===== config.mk =====
export PLATFORM = sky130hd
export DESIGN_NAME = tamper_watch
export DESIGN_NICKNAME = d
export VERILOG_FILES = /design/src/rtl/tamp_pkg.sv /design/src/rtl/tamp_shield_seq.sv /design/src/rtl/tamp_chan_det.sv /design/src/rtl/tamp_record.sv /design/src/rtl/tamper_watch.sv
export SDC_FILE = /design/constraint.sdc
export NUM_CORES = 1
export LEC_CHECK = 0
export BUFFER_PORTS_ARGS = -buffer_cell sky130_fd_sc_hd__buf_2
export CAP_MARGIN = 30
export CORE_UTILIZATION = 50
export CTS_CLUSTER_DIAMETER = 120
export DETAILED_ROUTE_END_ITERATION = 8
export PLACE_DENSITY = 0.86
export SLEW_MARGIN = 25
export SYNTH_ARGS = -nofsm -noshare
export SYNTH_HDL_FRONTEND = slang
export SYNTH_SLANG_ARGS = --single-unit

===== constraint.sdc =====
create_clock -name clk -period 2 [get_ports clk]
set_input_delay 0.2 -clock clk [delete_from_list [all_inputs] [get_ports clk]]
set_output_delay 0.2 -clock clk [all_outputs]
set_load 0.01 [all_outputs]

===== src/rtl/tamp_pkg.sv =====
package tamp_pkg;
    typedef enum logic [1:0] {
        ACT_OFF  = 2'b00,
        ACT_WAKE = 2'b01,
        ACT_CAPT = 2'b10,
        ACT_SHLD = 2'b11
    } act_e;

    typedef enum logic [1:0] {
        SQ_PRIME,
        SQ_HOLD,
        SQ_STEP,
        SQ_CHECK
    } seq_e;
endpackage


===== src/rtl/tamp_shield_seq.sv =====
module tamp_shield_seq
    import tamp_pkg::*;
#(
    parameter int N_CH       = 4,
    parameter int LFSR_W     = 8,
    parameter int SHIELD_DIV = 4,
    parameter logic [LFSR_W-1:0] SEED = 8'h5A,
    parameter logic [LFSR_W-1:0] TAPS = 8'hB8
) (
    input  logic            clk,
    input  logic            rst_n,
    output logic            armed,
    output logic            check_en,
    output logic [N_CH-1:0] pattern
);
    localparam int DIV_W = $clog2(SHIELD_DIV + 1);
    localparam logic [DIV_W-1:0] DIV_LAST = DIV_W'(SHIELD_DIV - 1);

    seq_e              state, state_nx;
    logic [DIV_W-1:0]  div_cnt;
    logic [LFSR_W-1:0] lfsr;
    logic              step_en;

    // state register
    always_ff @(posedge clk) begin
        if (!rst_n) state <= SQ_PRIME;
        else        state <= state_nx;
    end

    always_comb begin
        state_nx = state;
        unique case (state)
            SQ_PRIME: state_nx = SQ_HOLD;                       // arm
            SQ_HOLD:  if (div_cnt == DIV_LAST) state_nx = SQ_STEP; // div_done
            SQ_STEP:  state_nx = SQ_CHECK;                      // advance
            SQ_CHECK: state_nx = SQ_HOLD;                       // compared
            default:  state_nx = SQ_PRIME;
        endcase
    end

    // outputs of the sequencer
    always_comb begin
        armed    = 1'b1;
        check_en = 1'b0;
        step_en  = 1'b0;
        unique case (state)
            SQ_PRIME: armed    = 1'b0;
            SQ_HOLD:  ;
            SQ_STEP:  step_en  = 1'b1;
            SQ_CHECK: check_en = 1'b1;
            default:  armed    = 1'b0;
        endcase
    end

    always_ff @(posedge clk) begin
        if (!rst_n)                 div_cnt <= '0;
        else if (state == SQ_HOLD)  div_cnt <= div_cnt + 1'b1;
        else                        div_cnt <= '0;
    end

    always_ff @(posedge clk) begin
        if (!rst_n)       lfsr <= SEED;
        else if (step_en) lfsr <= {lfsr[LFSR_W-2:0], ^(lfsr & TAPS)};
    end

    assign pattern = lfsr[N_CH-1:0];
endmodule


===== src/rtl/tamp_chan_det.sv =====
module tamp_chan_det
    import tamp_pkg::*;
#(
    parameter int N_CH = 4
) (
    input  logic              clk,
    input  logic              rst_n,
    input  logic              armed,
    input  logic              check_en,
    input  logic [N_CH-1:0]   tamp_in,
    input  logic [N_CH-1:0]   pattern,
    input  logic [2*N_CH-1:0] cfg_action,
    input  logic [N_CH-1:0]   cfg_level,
    output logic [N_CH-1:0]   hit,
    output logic [N_CH-1:0]   cap_hit
);
    logic [N_CH-1:0] prev;

    always_ff @(posedge clk) begin
        if (!rst_n) prev <= '0;
        else        prev <= tamp_in;
    end

    for (genvar i = 0; i < N_CH; i++) begin : g_ch
        act_e act;
        logic edge_ok;
        logic mismatch;
        always_comb begin
            act      = act_e'(cfg_action[2*i +: 2]);
            edge_ok  = armed && (cfg_level[i] ? (!prev[i] && tamp_in[i])
                                              : (prev[i] && !tamp_in[i]));
            mismatch = check_en && (tamp_in[i] != pattern[i]);
            unique case (act)
                ACT_OFF:  begin hit[i] = 1'b0;     cap_hit[i] = 1'b0;     end
                ACT_WAKE: begin hit[i] = edge_ok;  cap_hit[i] = 1'b0;     end
                ACT_CAPT: begin hit[i] = edge_ok;  cap_hit[i] = edge_ok;  end
                ACT_SHLD: begin hit[i] = mismatch; cap_hit[i] = mismatch; end
                default:  begin hit[i] = 1'b0;     cap_hit[i] = 1'b0;     end
            endcase
        end
    end
endmodule


===== src/rtl/tamp_record.sv =====
module tamp_record #(
    parameter int N_CH  = 4,
    parameter int CNT_W = 16
) (
    input  logic             clk,
    input  logic             rst_n,
    input  logic [N_CH:0]    src_hit,
    input  logic             capture,
    input  logic [CNT_W-1:0] count_in,
    input  logic             clr_flag,
    input  logic [N_CH:0]    clr_id,
    output logic             irq_flag,
    output logic [N_CH:0]    id_bits,
    output logic [CNT_W-1:0] stamp
);
    always_ff @(posedge clk) begin
        if (!rst_n) begin
            irq_flag <= 1'b0;
            id_bits  <= '0;
            stamp    <= '0;
        end else begin
            id_bits  <= (id_bits & ~clr_id) | src_hit;
            irq_flag <= (irq_flag & ~clr_flag) | (|src_hit);
            if (capture) stamp <= count_in;
        end
    end
endmodule


===== src/rtl/tamper_watch.sv =====
module tamper_watch #(
    parameter int N_CH       = 4,
    parameter int CNT_W      = 16,
    parameter int LFSR_W     = 8,
    parameter int SHIELD_DIV = 4
) (
    input  logic              clk,
    input  logic              rst_n,
    input  logic [N_CH-1:0]   tamp_in,
    output logic [N_CH-1:0]   shield_out,
    input  logic [CNT_W-1:0]  count_in,
    input  logic [2*N_CH-1:0] cfg_action,
    input  logic [N_CH-1:0]   cfg_level,
    input  logic              evt_in,
    input  logic              evt_en,
    input  logic              clr_flag,
    input  logic [N_CH:0]     clr_id,
    output logic              irq_flag,
    output logic [N_CH:0]     id_bits,
    output logic [CNT_W-1:0]  stamp
);
    logic            armed, check_en;
    logic [N_CH-1:0] ch_hit, ch_cap;

    tamp_shield_seq #(.N_CH(N_CH), .LFSR_W(LFSR_W), .SHIELD_DIV(SHIELD_DIV)) u_seq (
        .clk(clk), .rst_n(rst_n), .armed(armed), .check_en(check_en),
        .pattern(shield_out)
    );

    tamp_chan_det #(.N_CH(N_CH)) u_det (
        .clk(clk), .rst_n(rst_n), .armed(armed), .check_en(check_en),
        .tamp_in(tamp_in), .pattern(shield_out), .cfg_action(cfg_action),
        .cfg_level(cfg_level), .hit(ch_hit), .cap_hit(ch_cap)
    );

    tamp_record #(.N_CH(N_CH), .CNT_W(CNT_W)) u_rec (
        .clk(clk), .rst_n(rst_n),
        .src_hit({evt_in & evt_en, ch_hit}), .capture(|ch_cap),
        .count_in(count_in), .clr_flag(clr_flag), .clr_id(clr_id),
        .irq_flag(irq_flag), .id_bits(id_bits), .stamp(stamp)
    );
endmodule


==> metrics.yaml <==
status:
  status: "complete, no violations"
timing:
  rsz0062_at_grt: "no"
  max_freq_mhz: 534.1
  fin_crit_ns: 1.872
  finalHoldViolCount: 0
  relSlewSlack_pct: 66.61
  slew_violations: 0
  finalCritPeriodShare_pct: 93.61
  tns_ns: 0
  tightest_slew_ns: 0.5008
  layout_setup_ws_ns: 0.1278
  setup_viol: 0
  fin_skew_ns: 0.007186
final_layout:
  finalNetCount: 331
  drive_gt1_share_pct: 30.26
  synthToLayoutAreaGrowth_pct: 21.98
  antenna_cells: 0
  fill_cells: 323
place:
  dp_worst_setup_slack_ns: 0.05871
  detailed_place_hpwl_um: 2919
  globalplace.congestion: 0.7812
  io_buffers: 67
die:
  die-width_um: 64.86
  core_area_sq_um: 3716
  die_y_um: 64.86
  io_pins: 68
  std_cell_rows: 22
  initial_core_util_pct: 53.16
  die_area_sq_um: 4207
drt:
  viasPerCell: 4.966
  detail-route-antenna-nets: 0
  drc: 0
  drt-pass1-iter-count: 4
  wl_per_cell_um: 12.03
  via_count: 1584
  first_iter_violations: 71
  wl_um: 3836
cts:
  postCtsHoldBufs: 0
  cts_sinks: 39
  cts_setup_buffers: 0
  clkLatencyLatePin_ns: 0.28
  numCtsBuffers: 5
  cts_tree: "yes"
  root_buffer: "clkbuf_8"
  clk_path_buf_depth: 2
  htreeDepth: 2
  clk_pin_slew_ns: 0.08
setup_path:
  critPathCaptureType: "flop"
  worst_ep_arrival_time_ns: 2.04
  cp_slowest_cell: "dfxtp_1"
  critical_path.top_delay_family: "compound AO/OA/AOI/OAI gates"
  crit_chain: "inv_1, ha_4, and4bb_2, o21ai_0, a21oi_1, or2_2, o41a_1"
  cpPeakStageDelay_ns: 0.33
  cp.required_ns: 2.17
  worstPathMaxFanout: 6
  worst-setup-path-type: "reg -> reg"
  critPathLaunchType: "flop"
  crit_buf_inv: 1
hold_path:
  hold_path.class: "in -> reg"
logic_synthesis:
  yosysSeqAreaShare_pct: 39.52
  syn_inst: 207
  synth_top_area_cell: "dfxtp_1"
  synth-async-reset-ratio_pct: 0
  synthMostInstantiatedCell: "nand2_1"
  synth.avg_cell_area_sq_um: 9.544
  yosysTopAreaCellShare_pct: 39.52
  syn-cell-area_sq_um: 1976
  ys_seq_elements: 39
  ys_top_cells_by_area: "dfxtp_1 (40%), mux2i_1 (12%), ha_1 (11%)"
  synth_cell_types: 37
  synthesis.nets: 267
  synthFlopType: "dfxtp_1"
  yosys-top-cells-count: "nand2_1 (41), dfxtp_1 (39), mux2i_1 (24)"
  yosysWarnings: 0
  synth_edf_count: 0
grt:
  gr-usage-all-layers_pct: 20.33
  grt_first_pass_wirelength_um: 6534
  grt_max_degree: 30
  grt_overflow_total: 0
  antenna_found_initial: 0
  grt_pass1_vias: 1533
power:
  irDropWorstVdd_mv: 0.5264
  p_leak_nw: 1.239
  power_mw: 1.905
  power_density_nw_per_um2: 790.7
run:
  maxCapViolCount: 0
[per-stage QoR]
stage                     instance area (sq um)  std cells  hold slack (ns)  utilization, %
final                                      2410        319           0.1460           64.85
after global routing                       2410        319           0.1344           64.85
after CTS                                  2397        319           0.1455           64.51
after detailed placement                   2291        312           0.4245           61.65
after global placement                     2291        312           0.4140           61.65
after floorplan                            1976        207           0.3217               -
[registers in the layout, summed over array words and instances, names as in the netlist]
| name | cells |
|---|---|
| u_seq.state | 2 |
| u_seq.lfsr | 8 |
| u_rec.stamp | 16 |
| u_det.prev | 4 |
| u_seq.div_cnt | 3 |
| u_rec.id_bits | 5 |
| u_rec.irq_flag | 1 |
[worst reg2reg max path, cell delays in order (launching register included)]
cell and delay, ns:
dfxtp_1 0.33, inv_1 0.13, ha_4 0.19, and4bb_2 0.25, o21ai_0 0.17, a21oi_1 0.11
or2_2 0.28, o41a_1 0.30
[metal layers]
| layer | GRT usage, % | vias to the layer above | part of all wire [%] |
|---|---|---|---|
| li1 | - | 805 | - |
| met1 | 22.09 | 709 | 45 |
| met2 | 35.55 | 63 | 46 |
| met3 | 6.690 | 7 | 7.5 |
| met4 | 8.889 | 0 | 1.4 |
| met5 | 0 | - | 0 |
[report_power, final]
part	switching [mW]	internal, mW	leakage, nW	total (mW)
combinational	0.192	0.196	0.870	0.388
clock	0.266	0.365	0.0502	0.631
sequential	0.0433	0.844	0.319	0.887
[logic make-up after synthesis]
logic type	share of synthesized area, %
AO/OA/AOI/OAI	6.587
XOR/XNOR	3.103
adder cells (fa/ha/maj)	11.40
buffers and inverters	8.106
flip-flops	39.52
multiplexers	12.16
AND/OR/NAND/NOR	19.13
[repair_timing]
action,4_1_cts,5_1_grt
setup endpoints to repair,0,17
resized for setup,0,2
endpoints found under the hold margin,0,0
[final cells by class]
cell class | instances | area (sq um) | area share, %
Tap cell | 48 | 60.06 | 2.492
Clock buffer | 5 | 68.82 | 2.856
Clock inverter | 2 | 37.54 | 1.558
Multi-Input combinational cell | 143 | 1047 | 43.46
Timing Repair Buffer | 70 | 370.4 | 15.37
Sequential cell | 39 | 780.7 | 32.40
Inverter | 12 | 45.04 | 1.869
[final timing paths]
kind | from | to | slack (ns) | cells past startpoint
setup / recovery | u_seq.state[0] | u_rec.irq_flag | 0.13 | 7
hold / removal | count_in[5] | u_rec.stamp[5] | 0.15 | 3
setup reg to reg | u_seq.state[0] | u_rec.irq_flag | 0.13 | 7
hold reg to reg | u_seq.div_cnt[0] | u_seq.div_cnt[0] | 0.44 | 1
[cells in the final DEF (no fill, tap or decap), drive strengths merged]
master | Yosys | final
buf | 7 | 70
nand2 | 41 | 41
dfxtp | 39 | 39
mux2i | 24 | 24
ha | 18 | 18
inv | 12 | 12
nor2b | 8 | 8
o21ai | 6 | 6
a21oi | 6 | 6
clkbuf | 5 | 5
and2 | 5 | 5
xor2 | 4 | 4
nand3 | 4 | 4
o21a | 4 | 4
xnor2 | 3 | 3
nand3b | 2 | 2
or3b | 2 | 2
nor4b | 2 | 2
nand2b | 2 | 2
nor2 | 2 | 2
nand4 | 1 | 1
a22oi | 1 | 1
nor4bb | 1 | 1
and4bb | 1 | 1
and4b | 1 | 1
or2 | 1 | 1
o41a | 1 | 1
a21boi | 1 | 1
o211a | 1 | 1
and3 | 1 | 1
clkinvlp | 0 | 1
bufinv | 0 | 1
Note: power is estimated with default switching activity, not from simulation.
